## config.mk

```make
export PLATFORM = sky130hd
export DESIGN_NAME = pport_regs
export DESIGN_NICKNAME = d
export VERILOG_FILES = /design/src/rtl/pport_pkg.sv /design/src/rtl/pport_reg.sv /design/src/rtl/pport_drv_a.sv /design/src/rtl/pport_drv_b.sv /design/src/rtl/pport_regs.sv
export SDC_FILE = /design/constraint.sdc
export NUM_CORES = 1
export LEC_CHECK = 0
export CAP_MARGIN = 5
export CORE_MARGIN = 1.5
export CORE_UTILIZATION = 40
export DETAILED_ROUTE_END_ITERATION = 10
export PLACE_DENSITY = 0.86
export SYNTH_ARGS = -nofsm -noshare
export SYNTH_HDL_FRONTEND = slang
export SYNTH_HIERARCHICAL = 1
export SYNTH_SLANG_ARGS = --single-unit
```

## constraint.sdc

```tcl
create_clock -name clk -period 1.4 [get_ports clk]
set_input_delay 0.28 -clock clk [delete_from_list [all_inputs] [get_ports clk]]
set_output_delay 0.28 -clock clk [all_outputs]
set_load 0.05 [all_outputs]
```

## src/rtl/pport_pkg.sv

```systemverilog
// Package: shared widths and register-select codes for the parallel port block.
// Assumes a 4-bit register select with four mapped codes.
package pport_pkg;
    localparam int PORT_W = 8;
    localparam int ADDR_W = 4;

    localparam logic [ADDR_W-1:0] SEL_B_DATA = 4'd0;
    localparam logic [ADDR_W-1:0] SEL_A_DATA = 4'd1;
    localparam logic [ADDR_W-1:0] SEL_B_DIR  = 4'd2;
    localparam logic [ADDR_W-1:0] SEL_A_DIR  = 4'd3;
endpackage

```

## src/rtl/pport_reg.sv

```systemverilog
// Module: one host-writable static register bit array.
// Assumes the write enable is already decoded; reset is synchronous, active low.
module pport_reg #(
    parameter int W = 8
) (
    input  logic         clk,
    input  logic         rst_n,
    input  logic         we,
    input  logic [W-1:0] d,
    output logic [W-1:0] q
);
    // Hold the value; clear on reset, load on write.
    always_ff @(posedge clk) begin
        if (!rst_n)
            q <= '0;
        else if (we)
            q <= d;
    end
endmodule

```

## src/rtl/pport_drv_a.sv

```systemverilog
// Module: open-drain pad control for port A.
// A pin is pulled low only if it is an output with data 0; otherwise it is released.
module pport_drv_a #(
    parameter int W = 8
) (
    input  logic [W-1:0] data,
    input  logic [W-1:0] dir,
    output logic [W-1:0] pull_low
);
    genvar i;
    generate
        for (i = 0; i < W; i++) begin : g_bit
            // Per-pin pull-low request.
            assign pull_low[i] = dir[i] & ~data[i];
        end
    endgenerate
endmodule

```

## src/rtl/pport_drv_b.sv

```systemverilog
// Module: push-pull pad control for port B, with separate enable and value per pin.
// When INV_MSB is set, the top bit's value leaves the block inverted.
module pport_drv_b #(
    parameter int W       = 8,
    parameter bit INV_MSB = 1'b1
) (
    input  logic [W-1:0] data,
    input  logic [W-1:0] dir,
    output logic [W-1:0] oe,
    output logic [W-1:0] value
);
    assign oe = dir;

    genvar i;
    generate
        for (i = 0; i < W; i++) begin : g_bit
            if (INV_MSB && (i == W - 1)) begin : g_inv
                // Top bit: active-low value.
                assign value[i] = ~data[i];
            end else begin : g_pass
                // Lower bits: value taken straight from the register.
                assign value[i] = data[i];
            end
        end
    endgenerate
endmodule

```

## src/rtl/pport_regs.sv

```systemverilog
// Module: top of the dual parallel port register block.
// Decodes host writes into four registers, drives the pad controls, and
// muxes live pin levels or direction bits onto the combinational read bus.
// Assumes the host holds addr, wdata and the strobes stable around the clock edge.
module pport_regs
    import pport_pkg::*;
(
    input  logic              clk,
    input  logic              rst_n,
    input  logic              cs,
    input  logic              wr,
    input  logic [ADDR_W-1:0] addr,
    input  logic [PORT_W-1:0] wdata,
    output logic [PORT_W-1:0] rdata,
    input  logic [PORT_W-1:0] pa_pin,
    input  logic [PORT_W-1:0] pb_pin,
    output logic [PORT_W-1:0] pa_pull_low,
    output logic [PORT_W-1:0] pb_oe,
    output logic [PORT_W-1:0] pb_out
);
    localparam int NREG = 4;

    logic [NREG-1:0]   we_vec;
    logic [PORT_W-1:0] reg_q [NREG];
    logic              wr_go;
    logic              rd_go;

    assign wr_go = cs & wr;
    assign rd_go = cs & ~wr;

    // Decode the write strobe into one enable per register.
    always_comb begin
        we_vec = '0;
        if (wr_go && (addr < ADDR_W'(NREG)))
            we_vec[addr[1:0]] = 1'b1;
    end

    genvar r;
    generate
        for (r = 0; r < NREG; r++) begin : g_reg
            pport_reg #(.W(PORT_W)) u_reg (
                .clk   (clk),
                .rst_n (rst_n),
                .we    (we_vec[r]),
                .d     (wdata),
                .q     (reg_q[r])
            );
        end
    endgenerate

    pport_drv_a #(.W(PORT_W)) u_drv_a (
        .data     (reg_q[SEL_A_DATA[1:0]]),
        .dir      (reg_q[SEL_A_DIR[1:0]]),
        .pull_low (pa_pull_low)
    );

    pport_drv_b #(.W(PORT_W), .INV_MSB(1'b1)) u_drv_b (
        .data  (reg_q[SEL_B_DATA[1:0]]),
        .dir   (reg_q[SEL_B_DIR[1:0]]),
        .oe    (pb_oe),
        .value (pb_out)
    );

    // Read mux: live pins for data addresses, stored bits for direction addresses.
    always_comb begin
        rdata = '0;
        if (rd_go) begin
            case (addr)
                SEL_B_DATA: rdata = pb_pin;
                SEL_A_DATA: rdata = pa_pin;
                SEL_B_DIR:  rdata = reg_q[SEL_B_DIR[1:0]];
                SEL_A_DIR:  rdata = reg_q[SEL_A_DIR[1:0]];
                default:    rdata = '0;
            endcase
        end
    end
endmodule

```

==> run metrics, run 1 <==
CTS Hold Buffers Added 0; outcome finished with violations; Hold Path Class flop to flop; Mapped Nets 201; total number of vias 1,420; final clock skew 0 ns; largest net degree at the start of global routing 33; crit path launch type input port; Crit Path Class input port to primary output; global-route wire length before repair 7534 µm; placed cell area 0.002839 mm²; hold path startpoint g_reg[0].u_reg/q[7]; Core ar. 0.004324 mm²; post-synth cell types 17; hpwl dp 3156 µm; failing checks negative setup slack; Crit Path Max Fanout 5; WL per Instance 16.43 µm; CTS buffer count 5; largest reg by FF count g.u_reg/q; layout cells sized above 1 0.4135; clock sinks 32; # nets final 268; initial antenna violation count 0; top flop regs g.u_reg/q x32; vias in the first global route 1,517; Simple-Gate Fraction of Synth Area 0.2340; clk_lat worst skew 0.28 ns; Synth Area in Adders 0; leakage power 1.116 nW; r2r endpoint g_reg[2].u_reg/q[3]; RSZ-0062 raised after global routing yes; post-route ant nets 0; GRT Max-Usage Layer met2; H-tree levels 2; clk slew on worst S/H paths 0.07 ns; largest vdd supply drop 0.0006459 V; Die Y 69.72 µm; PnR worst setup slack -0.2411 ns; Top-Level Pins 64; final worst-path cycle share 1.172; Final TNS setup -2.214 ns; Clock Tree Root clkbuf_8; pre-CTS setup slack -0.6406 ns; drt first-iter violations 43; main combinational cell family by area after synthesis multiplexers; vias per cell 4.913; maximum clock path buffer count 2; CTS tree built; Initial Utilization 0.4117; normalized max-slew margin 0.8355; Cells after DPL 276; final setup vio count 16; final instance area 0.003077 mm²; Syn Area/Cell 10.54 µm²; ranking of synthesized cells by area dfxtp_1 36%, mux2i_1 27%, nor2b_1 11%, buf_4 7.2%, nor2b_4 6.2%; FF-to-FF setup slack 0.64 ns; max reg flops 32; #FFs+latches synth 32; Compound-Gate Fraction of Synth Area 0.02811; mux share of post-synthesis cell area 0.2699; met2 GRT Util 0.3611; 1st-pass router iterations 4; die width 69.72 µm; # DRC 0; Rows 24; worst reg2reg path depth 2; yosys warns 6; XOR/XNOR Fraction of Synth Area 0; worst reg2reg startpoint g_reg[2].u_reg/q[3]; CP endpoint kind primary output; cell count after synthesis 169; Fmax achieved 609.3 MHz; Hold Path Sink g_reg[0].u_reg/q[7]; CP Data Arrival Time 1.36 ns; hold depth 2; maxcap violations 0; RD Place Congestion 0.7060; Port-buffer cells 63; GRT Residual Overflow 0; Die Area 0.004860 mm²; Total Routing Usage GR 0.1996; post-synth top area cell dfxtp_1; Detailed Route WL 4747 µm; Area Overhead vs Synth 72.80%; Final Max Slew Viols 0; worst hold slack 0.5347 ns; total power 1.982 mW; synthesized area 0.001780 mm²; Fin. Hold Viols 0; grt met3 use 0.05814; CP required 1.12 ns; Final Util 0.7115; Synth top area share 0.3598; ANT cells 0; met1 usage 0.2282; PwrDens 644.2 mW/mm²; worst-margin pin slew 0.2463 ns; Tmin final 1.641 ns; fill count 312; post-synthesis sequential area ratio 0.3598; Final Non-Filler Cells 289
synth_stat cells, drive strengths merged:
cell / count
buf: 23
nor4b: 1
inv: 1
nor2b: 40
and2: 8
or3: 1
mux2i: 48
nand3: 1
or3b: 1
nor3: 2
nor2: 2
o22ai: 8
nand2: 1
dfxtp: 32
layout make-up:
cell class | instances | area (µm²) | share of cell area
well taps | 52 | 65.06 | 0.02115
clock buffers | 6 | 82.58 | 0.02684
clock inverters | 2 | 10.01 | 0.003253
repair buffers | 83 | 1197 | 0.3892
flip-flops and latches | 32 | 640.6 | 0.2082
inverters | 1 | 3.754 | 0.001220
multi-input cells | 113 | 1077 | 0.3501
critical path, cell delays in order:
cell     delay (ns)
buf_6          0.09
or3_4          0.39
buf_6          0.15
o22ai_2        0.13
and2_4         0.17
buf_12         0.13
placed cells by master (no fill, tap or decap), drive strengths merged:
master,n
inv,1
buf,55
and2,8
nor3,2
nor2,2
or3,1
nor2b,40
clkdlybuf4s50,25
bufbuf,1
mux2i,48
dfxtp,32
nor4b,1
clkbuf,6
dlygate4sd2,2
nand3,1
clkinv,2
or3b,1
nand2,1
o22ai,8
cell families (layout without fill, tap and decap cells):
family / after synthesis / after routing
multiplexers: 48 / 48
AND/OR/NAND/NOR: 57 / 57
buffers and inverters: 24 / 92
AO/OA/AOI/OAI: 8 / 8
flip-flops: 32 / 32
how the worst max path moves through the flow:
stage	cells past startpoint	to	from	slack (ns)
2_1_floorplan	4	rdata[0]	addr[1]	-0.05
3_3_place_gp	7	g_reg[0].u_reg/q[4]	addr[3]	-0.60
3_5_place_dp	7	g_reg[0].u_reg/q[6]	addr[3]	-0.64
4_1_cts	6	rdata[3]	addr[3]	-0.26
5_1_grt	6	rdata[6]	addr[1]	-0.27
6_report	6	rdata[6]	addr[1]	-0.24
where the power goes:
part           switching, mW  internal [mW]  leakage [nW]
Clock                  0.335          0.391        0.0510
Combinational          0.133          0.199         0.807
Sequential           0.00731          0.917         0.258
metal layers:
| metal | share of wire | up-vias | wire length (µm) |
|---|---|---|---|
| met5 | 0 | - | 0 |
| li1 | - | 698 | - |
| met1 | 0.41 | 681 | 1928 |
| met2 | 0.54 | 35 | 2544 |
| met3 | 0.047 | 6 | 223 |
| met4 | 0.011 | 0 | 50 |
timing repair:
| action | 4_1_cts | 5_1_grt |
|---|---|---|
| pin swaps | 13 | 5 |
| gates resized for setup | 36 | 6 |
| buffers inserted | 1 | 0 |
| cloned | 4 | 0 |
| setup endpoints to repair | 40 | 23 |
(Power assumes the default switching activity.)
==> inputs of run 2 (changes only) <==
- GPL_TIMING_DRIVEN: unset -> 0
==> run 2 against run 1 <==
Effect of this change:
- the run still ends with negative setup slack left
- sequential power is essentially flat
- non-clock buffer count up 11
- cell area fell by 7.8%
- power rose by 0.79%
- utilization down 5.6 points
- via count grew 3.3%
- clock-buffer cell count grew 1
- sequential cell count unchanged
- clock power grew 4.4%
- critical path depth unchanged
- worst hold slack worse by 0.0044 ns
- first-iteration DRC count decreased by 35%
- largest cell class is now multi-input gates
==> run metrics, run 2 (synthesis gave the netlist of run 1 again) <==
commonest non-fill, non-tap cell in the layout mux2i_1; largest net degree at the start of global routing 33 (unchanged); Detailed Route WL 4605 µm (-3.0%); max reg flops 32 (unchanged); H-tree levels 2 (unchanged); # DRC 0 (unchanged); Crit Path Class input port to primary output; FF-to-FF setup slack 0.75 ns (+0.11 ns); RSZ-0062 raised after global routing yes; top flop regs g.u_reg/q x32; largest vdd supply drop 0.0007387 V (+14%); global-route wire length before repair 6920 µm (-8.1%); 1st-pass router iterations 4 (unchanged); Die Area 0.004860 mm² (unchanged); Die Y 69.72 µm (unchanged); vias in the first global route 1,467 (-3.3%); hpwl dp 2926 µm (-7.3%); clock sinks 32 (unchanged); Core ar. 0.004324 mm² (unchanged); normalized max-slew margin 0.4210 (-0.4145); Fin. Hold Viols 0 (unchanged); hold depth 2 (unchanged); CTS Hold Buffers Added 0 (unchanged); # nets final 279 (+4.1%); clk_lat worst skew 0.28 ns (about the same); WL met3 192 µm (-14%); PwrDens 704.3 mW/mm² (+9.3%); maximum clock path buffer count 2 (unchanged); ANT cells 0 (unchanged); register area 640.6 µm² (unchanged); WL met1 1973 µm (+2.3%); post-route ant nets 0 (unchanged); Fmax achieved 596.7 MHz (-2.1%); total number of vias 1,467 (+3.3%); r2r endpoint g_reg[2].u_reg/q[5]; worst reg2reg path depth 2 (unchanged); GRT Residual Overflow 0 (unchanged); worst reg2reg startpoint g_reg[2].u_reg/q[5]; end point of the critical path rdata[5]; CTS tree built; Total Routing Usage GR 0.1846 (-0.01496); leakage power 1.102 nW (-1.3%); worst hold slack 0.5303 ns (-0.004431 ns); Area Overhead vs Synth 59.31%; maxcap violations 0 (unchanged); Rows 24 (unchanged); CP required 1.12 ns (about the same); area of the multi-input gates 0.001106 mm² (+2.7%); outcome finished with violations; Clock Tree Root clkbuf_8; CP Data Arrival Time 1.40 ns (+0.04 ns); fill count 346 (+11%); Tmin final 1.676 ns (+0.03468 ns); crit path launch type input port; failing checks negative setup slack; die width 69.72 µm (unchanged); Crit Path Max Fanout 5 (unchanged); highest routed layer met4; drt first-iter violations 28 (-35%); final setup vio count 27 (+11); final worst-path cycle share 1.197 (+0.02477); Top-Level Pins 64 (unchanged); CP endpoint kind primary output; WL per Instance 15.40 µm (-6.2%); routed wl met2 2368 µm (-6.9%); RD Place Congestion 0.7497 (+6.2%); Hold Path Class flop to flop; final clock skew 0 ns (unchanged); CP Launch Point addr[2]; PnR worst setup slack -0.2758 ns (-0.03468 ns); Initial Utilization 0.4117 (unchanged); Final TNS setup -3.055 ns (-0.8417 ns); CTS buffer count 5 (unchanged); Final Max Slew Viols 0 (unchanged); Port-buffer cells 62 (-1.6%); most frequent cells in the layout 43 x mux2i_1, 32 x nor2b_1, 32 x dfxtp_1; clk slew on worst S/H paths 0.06 ns (about the same); initial antenna violation count 0 (unchanged); largest reg by FF count g.u_reg/q; layout cells sized above 1 0.4413 (+0.02779); worst-margin pin slew 0.8658 ns (+0.6194 ns); vias per cell 4.906 (-0.15%)
-- run 2: cell count changes in the layout (fill, tap and decap cells not counted), sizes merged --
cell | previous run | this run
clkdlybuf4s15 | 0 | 7
clkbuf | 6 | 8
clkinv | 2 | 0
dlymetal6s2s | 0 | 2
buf | 55 | 59
bufbuf | 1 | 0
clkdlybuf4s50 | 25 | 23
-- run 2: how the worst min path moves through the flow --
stage                        startpoint                   to  slack (ns)
finish              g_reg[0].u_reg/q[1]  g_reg[0].u_reg/q[1]        0.53
global route        g_reg[0].u_reg/q[1]  g_reg[0].u_reg/q[1]        0.55
CTS                 g_reg[0].u_reg/q[4]  g_reg[0].u_reg/q[4]        0.53
detailed placement  g_reg[0].u_reg/q[4]  g_reg[0].u_reg/q[4]        0.51
global placement    g_reg[0].u_reg/q[2]  g_reg[0].u_reg/q[2]        0.50
floorplan                         rst_n  g_reg[0].u_reg/q[0]        0.41
-- run 2: worst max-delay path, cell delays in order --
cell     delay, ns
buf_8         0.10
or3b_4        0.43
buf_12        0.16
o22ai_4       0.11
and2_4        0.17
buf_8         0.14
-- run 2: through the flow --
step / instance area (µm²) / cells / power [mW] / utilization / worst slack (ns)
finish: 2836 / 299 / 1.998 / 0.6560 / -0.2758
global route: 2836 / 299 / 2.065 / 0.6560 / -0.2902
CTS: 2774 / 296 / 1.989 / 0.6415 / -0.2726
detailed placement: 2570 / 283 / 1.209 / 0.5943 / -1.518
global placement: 2570 / 283 / 1.205 / 0.5943 / -1.482
floorplan: 1884 / 169 / 1.072 / - / -0.05245
-- run 2: layout make-up --
cell class / count / area share
inverter: 1 / 0.001323
buffer: 23 / 0.08028
clock buffer: 7 / 0.03397
multi-input combinational: 113 / 0.3899
sequential: 32 / 0.2258
tap: 52 / 0.02294
timing repair buffer: 71 / 0.2457
-- run 2: repair_timing --
item                       in CTS  in global routing
resized for setup             190                 28
setup endpoints to repair      64                 29
cloned                          2                  0
pin swaps                      12                  8
buffers inserted                4                  3
-- run 2: report_power, final --
group,leakage [nW],internal [mW],switching (mW)
sequential,0.258,0.917,0.00551
clock,0.0503,0.437,0.320
combinational,0.794,0.181,0.136
total,1.10,1.54,0.462
-- run 2: routing by layer --
| layer | global-route usage | up-vias |
|---|---|---|
| met5 | 0 | - |
| met4 | 0.07051 | 0 |
| met3 | 0.04070 | 7 |
| met2 | 0.3301 | 39 |
| met1 | 0.2143 | 705 |
| li1 | - | 716 |
